`src/rtl/bsr_pkg.sv`:
```
package bsr_pkg;

  // cells owned by one output pin: enable then data
  localparam int CELLS_PER_OUT = 2;

  typedef enum logic [1:0] {
    PATH_FUNC   = 2'b00,
    PATH_EXTEST = 2'b01,
    PATH_INTEST = 2'b10
  } path_sel_e;

  function automatic int chain_len(input int n_out, input int n_in);
    return CELLS_PER_OUT * n_out + n_in;
  endfunction

  function automatic int oe_pos(input int k);
    return CELLS_PER_OUT * k;
  endfunction

  function automatic int do_pos(input int k);
    return CELLS_PER_OUT * k + 1;
  endfunction

  function automatic int in_pos(input int n_out, input int j);
    return CELLS_PER_OUT * n_out + j;
  endfunction

endpackage

```
`src/rtl/bsr_rst_sync.sv`:
```
module bsr_rst_sync #(
  parameter int STAGES = 2
) (
  input  logic clk,
  input  logic arst_n,
  output logic rst_n
);
  logic [STAGES-1:0] sync_q;
  logic [STAGES-1:0] sync_d;

  always_comb begin
    sync_d = {sync_q[STAGES-2:0], 1'b1};
  end

  always_ff @(posedge clk or negedge arst_n) begin
    if (!arst_n) sync_q <= '0;
    else         sync_q <= sync_d;
  end

  assign rst_n = sync_q[STAGES-1];
endmodule

```
`src/rtl/bsr_cell.sv`:
```
module bsr_cell (
  input  logic tck,
  input  logic rst_n,
  input  logic capture_en,
  input  logic shift_en,
  input  logic update_en,
  input  logic cap_val,
  input  logic ser_in,
  output logic ser_q,
  output logic upd_q
);
  logic ser_d;
  logic upd_d;

  // shift stage next state: capture has priority over shift
  always_comb begin
    ser_d = ser_q;
    if (capture_en)    ser_d = cap_val;
    else if (shift_en) ser_d = ser_in;
  end

  always_ff @(posedge tck or negedge rst_n) begin
    if (!rst_n) ser_q <= 1'b0;
    else        ser_q <= ser_d;
  end

  // update latch loads on the falling edge
  always_comb begin
    upd_d = upd_q;
    if (update_en) upd_d = ser_q;
  end

  always_ff @(negedge tck or negedge rst_n) begin
    if (!rst_n) upd_q <= 1'b0;
    else        upd_q <= upd_d;
  end
endmodule

```
`src/rtl/bsr_out_pin.sv`:
```
module bsr_out_pin (
  input  logic       tck,
  input  logic       rst_n,
  input  logic       capture_en,
  input  logic       shift_en,
  input  logic       update_en,
  input  logic       drive_sel,
  input  logic       core_oe,
  input  logic       core_do,
  input  logic [1:0] ser_in,
  output logic [1:0] ser_q,
  output logic [1:0] upd_q,
  output logic       pad_oe,
  output logic       pad_do
);
  logic [1:0] cap_val;

  assign cap_val = {core_do, core_oe};

  for (genvar c = 0; c < 2; c++) begin : g_cell
    bsr_cell u_cell (
      .tck       (tck),
      .rst_n     (rst_n),
      .capture_en(capture_en),
      .shift_en  (shift_en),
      .update_en (update_en),
      .cap_val   (cap_val[c]),
      .ser_in    (ser_in[c]),
      .ser_q     (ser_q[c]),
      .upd_q     (upd_q[c])
    );
  end

  always_comb begin
    if (drive_sel) begin
      pad_oe = upd_q[0];
      pad_do = upd_q[1];
    end else begin
      pad_oe = core_oe;
      pad_do = core_do;
    end
  end
endmodule

```
`src/rtl/bsr_in_pin.sv`:
```
module bsr_in_pin (
  input  logic tck,
  input  logic rst_n,
  input  logic capture_en,
  input  logic shift_en,
  input  logic update_en,
  input  logic feed_sel,
  input  logic pad_di,
  input  logic ser_in,
  output logic ser_q,
  output logic upd_q,
  output logic core_di
);
  bsr_cell u_cell (
    .tck       (tck),
    .rst_n     (rst_n),
    .capture_en(capture_en),
    .shift_en  (shift_en),
    .update_en (update_en),
    .cap_val   (pad_di),
    .ser_in    (ser_in),
    .ser_q     (ser_q),
    .upd_q     (upd_q)
  );

  always_comb begin
    if (feed_sel) core_di = upd_q;
    else          core_di = pad_di;
  end
endmodule

```
`src/rtl/bsr_chain.sv`:
```
module bsr_chain
  import bsr_pkg::*;
#(
  parameter int N_OUT = 3,
  parameter int N_IN  = 2
) (
  input  logic             tck,
  input  logic             trst_n,
  input  logic             tdi,
  input  logic             capture_dr,
  input  logic             shift_dr,
  input  logic             update_dr,
  input  logic             mode_extest,
  input  logic             mode_intest,
  input  logic [N_OUT-1:0] core_oe,
  input  logic [N_OUT-1:0] core_do,
  output logic [N_OUT-1:0] pad_oe,
  output logic [N_OUT-1:0] pad_do,
  input  logic [N_IN-1:0]  pad_di,
  output logic [N_IN-1:0]  core_di,
  output logic             tdo
);
  localparam int N_CELLS = chain_len(N_OUT, N_IN);

  logic               rst_sync_n;
  logic [N_CELLS-1:0] cell_q;
  logic [N_CELLS-1:0] upd_q;
  logic [N_CELLS-1:0] ser_in;
  path_sel_e          path_sel;
  logic               drive_sel;
  logic               feed_sel;

  bsr_rst_sync #(.STAGES(2)) u_rst (
    .clk   (tck),
    .arst_n(trst_n),
    .rst_n (rst_sync_n)
  );

  always_comb begin
    path_sel = PATH_FUNC;
    if (mode_extest)      path_sel = PATH_EXTEST;
    else if (mode_intest) path_sel = PATH_INTEST;
  end

  assign drive_sel = (path_sel != PATH_FUNC);
  assign feed_sel  = (path_sel == PATH_INTEST);

  // serial links: cell 0 at tdi, increasing toward tdo
  assign ser_in[0] = tdi;
  for (genvar i = 1; i < N_CELLS; i++) begin : g_link
    assign ser_in[i] = cell_q[i-1];
  end

  for (genvar k = 0; k < N_OUT; k++) begin : g_out
    localparam int OI = oe_pos(k);
    localparam int DI = do_pos(k);
    bsr_out_pin u_pin (
      .tck       (tck),
      .rst_n     (rst_sync_n),
      .capture_en(capture_dr),
      .shift_en  (shift_dr),
      .update_en (update_dr),
      .drive_sel (drive_sel),
      .core_oe   (core_oe[k]),
      .core_do   (core_do[k]),
      .ser_in    (ser_in[DI:OI]),
      .ser_q     (cell_q[DI:OI]),
      .upd_q     (upd_q[DI:OI]),
      .pad_oe    (pad_oe[k]),
      .pad_do    (pad_do[k])
    );
  end

  for (genvar j = 0; j < N_IN; j++) begin : g_in
    localparam int II = in_pos(N_OUT, j);
    bsr_in_pin u_pin (
      .tck       (tck),
      .rst_n     (rst_sync_n),
      .capture_en(capture_dr),
      .shift_en  (shift_dr),
      .update_en (update_dr),
      .feed_sel  (feed_sel),
      .pad_di    (pad_di[j]),
      .ser_in    (ser_in[II]),
      .ser_q     (cell_q[II]),
      .upd_q     (upd_q[II]),
      .core_di   (core_di[j])
    );
  end

  assign tdo = cell_q[N_CELLS-1];
endmodule

```
`config.mk`:
```
export PLATFORM = sky130hd
export DESIGN_NAME = bsr_chain
export DESIGN_NICKNAME = d
export VERILOG_FILES = /design/src/rtl/bsr_pkg.sv /design/src/rtl/bsr_rst_sync.sv /design/src/rtl/bsr_cell.sv /design/src/rtl/bsr_out_pin.sv /design/src/rtl/bsr_in_pin.sv /design/src/rtl/bsr_chain.sv
export SDC_FILE = /design/constraint.sdc
export NUM_CORES = 1
export LEC_CHECK = 0
export CAP_MARGIN = 0
export CORE_AREA = 2 2 46 48
export DETAILED_ROUTE_END_ITERATION = 10
export DIE_AREA = 0 0 48 50
export PLACE_DENSITY_LB_ADDON = 0.2
export SETUP_SLACK_MARGIN = 0.05
export SYNTH_ARGS = -nofsm -noshare
export SYNTH_HDL_FRONTEND = slang
export SYNTH_SLANG_ARGS = --single-unit
```
`constraint.sdc`:
```
create_clock -name tck -period 2.2 [get_ports tck]
set_input_delay 0.44 -clock tck [delete_from_list [all_inputs] [get_ports tck]]
set_output_delay 0.44 -clock tck [all_outputs]
set_load 0.01 [all_outputs]
```
==> Implementation_results.wiki <==
{| class="wikitable"
! Metric !! Value
|-
| Run status || finished, violations left
|-
| Violations in the final reports || setup timing
|-
| Clock buffers created by TritonCTS || 3
|-
| Global route total overflow || 0
|-
| Avg WL per Cell || 12.7 um
|-
| Relative contribution of sequential cells to total power || 0.494
|-
| Critical Path RT || 1.76 ns
|-
| Post-Syn Instances || 72
|-
| Cells traversed along the worst timing path || mux2_4 > buf_6
|-
| Initial cell density of the core || 0.474
|-
| Met2 Routed Length || 771 um
|-
| Pins over their slew limit || 0
|-
| Seq/Total Area, Yosys || 0.499
|-
| Launch point of the worst reg-to-reg path || g_in[0].u_pin.u_cell.ser_q
|-
| Die Footprint || 0.00240 mm^2
|-
| Die width || 48 um
|-
| Pint || 611 uW
|-
| Top post-synthesis cells by area || sky130_fd_sc_hd__dfrtp_1 28%, sky130_fd_sc_hd__dfrtn_1 22%, sky130_fd_sc_hd__mux2_2 10%
|-
| Detail Route met3 WL || 54 um
|-
| Die height || 50 um
|-
| Number of endpoints failing setup at the final stage || 8
|-
| Final hold violation count || 0
|-
| Clk sink count || 18
|-
| Clock-pin transition on the worst setup and hold timing paths || 0.10 ns
|-
| Buffer type at the clock tree root || sky130_fd_sc_hd__clkbuf_4
|-
| First-pass DRT Iterations || 4
|-
| Vias || 588
|-
| Number of I/O port buffers || 24
|-
| Diodes inserted || 0
|-
| Detail Route Antenna Nets || 0
|-
| Clock tree skew after final layout || 0.00208 ns
|-
| Largest vdd supply drop || 0.000309 V
|-
| Critical Path Source Type || register
|-
| Net count after synthesis || 88
|-
| Unique masters post-synth || 13
|-
| Maximum buffer depth of the clock tree || 2
|-
| Highest metal used || met4
|-
| Max H-tree Level || 1
|-
| Via count normalized by instance count || 4.78
|-
| Endpoint type of the worst setup path || output pin
|-
| Critical Path Fanout Max || 2
|-
| First-pass GRT wire length || 2.77 mm
|-
| PnR worst setup slack || -0.379 ns
|-
| Switching part of the total power || 0.237
|-
| Core Region || 0.00190 mm^2
|-
| Setup crit end || pad_do[0]
|-
| Data arrival, critical path || 2.14 ns
|-
| Transition at the pin with the smallest max-transition slack || 0.528 ns
|-
| Worst rel slew slack || 0.647
|-
| Part of the power in combinational logic || 0.261
|-
| Summed instance area of the synthesized netlist || 902 um^2
|-
| Unrepaired setup endpoints after global routing || true
|-
| Switching Power || 190 uW
|-
| Fraction of final layout cells sized beyond drive strength 1 || 0.375
|-
| Share of the synthesized area in the top cell type || 0.277
|-
| Number of buffers inserted for hold repair after clock tree synthesis || 0
|-
| TritonCTS clock tree || yes
|-
| Row count || 16
|-
| Wirelength, routed || 1.56 mm
|-
| Number of antenna violations at the first check in global routing || 0
|-
| Final weighted congestion in routability-driven placement || 0.726
|-
| Clock insertion delay at the later pin of the skew report || 0.28 ns
|-
| Clock network power share || 0.245
|-
| Launching element of the worst setup path || g_out[0].u_pin.g_cell[1].u_cell.upd_q
|-
| Util after Layout || 0.641
|-
| Growth of design area from synthesis to finish || 35.2%
|-
| Total power per unit cell area || 656 mW/mm^2
|-
| Static Leakage || 0.000570 uW
|-
| Top-level port count || 25
|-
| Worst hold-check path type || register to asynchronous set/reset pin
|-
| Routed length on met1 || 719 um
|-
| Slowest-stage cell, CP || sky130_fd_sc_hd__dfrtn_1
|-
| Total global-route track usage || 0.166
|-
| Worst reg2reg path depth || 1
|-
| Net count, final || 113
|-
| Number of maximum-capacitance constraint violations || 0
|-
| Post-layout power || 800 uW
|-
| Register-to-register path setup slack || 0.27 ns
|-
| Delay of the slowest cell on the worst path || 0.36 ns
|-
| Via count of the first global-routing pass || 604
|-
| Mean cell area of the mapped netlist || 12.5 um^2
|-
| Synthesized flop and latch total || 18
|-
| Number of DRC violations after detailed routing || 0
|-
| Detailed router's first-iteration violation count || 6
|-
| Dominant cell type by area after synthesis || sky130_fd_sc_hd__dfrtp_1
|-
| Synth warnings || 0
|-
| Worst Path Class, Setup || register to output pin
|-
| Largest net degree at the start of global routing || 17
|-
| Reg-to-Reg End || g_in[0].u_pin.u_cell.upd_q
|}
-- power groups by stage --
stage | combinational, uW | clock (uW) | sequential (uW)
after floorplan | 144 | 0 | 399
after global placement | 193 | 0 | 403
after detailed placement | 196 | 0 | 403
after CTS | 208 | 211 | 396
after global routing | 228 | 222 | 402
final | 209 | 196 | 395
-- layer usage --
layer | GRT usage | vias to the layer above
met5 | 0 | -
met3 | 0.0330 | 2
met2 | 0.240 | 11
li1 | - | 286
met1 | 0.230 | 289
met4 | 0.0811 | 0
-- final cells by class --
| cell class | instances | area, um^2 |
|---|---|---|
| Sequential cell | 18 | 450 |
| Tap cell | 27 | 33.8 |
| Multi-Input combinational cell | 43 | 382 |
| Clock buffer | 4 | 36.3 |
| Timing Repair Buffer | 31 | 318 |
| Fill cell | 150 | 682 |
-- synthesized netlist by cell type, drive strengths merged --
cell type   n
nand2       8
o21ai       8
dfrtn       8
conb        1
buf        11
dfrtp      10
nand2b      1
nor2        1
mux2i       8
mux2       16
-- repair_timing --
action / CTS / global route
cloned: 0 / 0
buffers inserted: 1 / 1
endpoints found under the setup margin: 16 / 8
resized for setup: 42 / 0
-- cell usage in the layout (no fill, tap or decap), drive strengths merged --
cell type	instances
buf	15
clkbuf	4
clkdlybuf4s50	15
conb	1
dfrtn	8
dfrtp	10
dlygate4sd2	1
mux2	16
mux2i	8
nand2	8
nand2b	1
nor2	1
o21ai	8
-- stage by stage --
step | std cells | instance area [um^2] | setup WS (ns) | hold slack [ns] | setup TNS, ns
floorplan | 72 | 946 | -0.0365 | 0.144 | -0.292
global placement | 117 | 1160 | -0.458 | 0.169 | -6.84
detailed placement | 117 | 1160 | -0.475 | 0.170 | -6.95
CTS | 122 | 1210 | -0.395 | 0.182 | -3.09
global route | 123 | 1220 | -0.426 | 0.211 | -3.30
finish | 123 | 1220 | -0.379 | 0.177 | -2.92
-- registers in the layout (all words and copies together), names as in the netlist --
signal and flops:
g_in.u_pin.u_cell.upd_q 2, g_in.u_pin.u_cell.ser_q 2, g_out.u_pin.g_cell.u_cell.upd_q 6, u_rst.sync_q 2, g_out.u_pin.g_cell.u_cell.ser_q 6
-- worst min-delay path by stage --
stage / from / end / slack (ns) / cells past startpoint
after global routing: u_rst.sync_q[1] / g_in[1].u_pin.u_cell.ser_q / 0.21 / 1
after floorplan: trst_n / u_rst.sync_q[0] / 0.14 / 0
after detailed placement: u_rst.sync_q[1] / g_out[0].u_pin.g_cell[1].u_cell.ser_q / 0.17 / 1
final: u_rst.sync_q[1] / g_out[0].u_pin.g_cell[0].u_cell.ser_q / 0.18 / 1
after CTS: u_rst.sync_q[1] / g_out[0].u_pin.g_cell[0].u_cell.ser_q / 0.18 / 1
after global placement: u_rst.sync_q[1] / g_out[0].u_pin.g_cell[0].u_cell.ser_q / 0.17 / 1
-- worst max-delay path: cells and delay by family (launching register included) --
| kind | cells | cell delay, ns |
|---|---|---|
| mux | 1 | 0.28 |
| flops | 1 | 0.36 |
| buf+inv | 1 | 0.12 |
-- cell families after synthesis --
| family | synth area share |
|---|---|
| buf+inv | 0.0860 |
| simple gates | 0.0527 |
| other cells | 0.00416 |
| flops | 0.499 |
| mux | 0.313 |
| compound gates | 0.0444 |
Note: power is estimated with default switching activity, not from simulation.
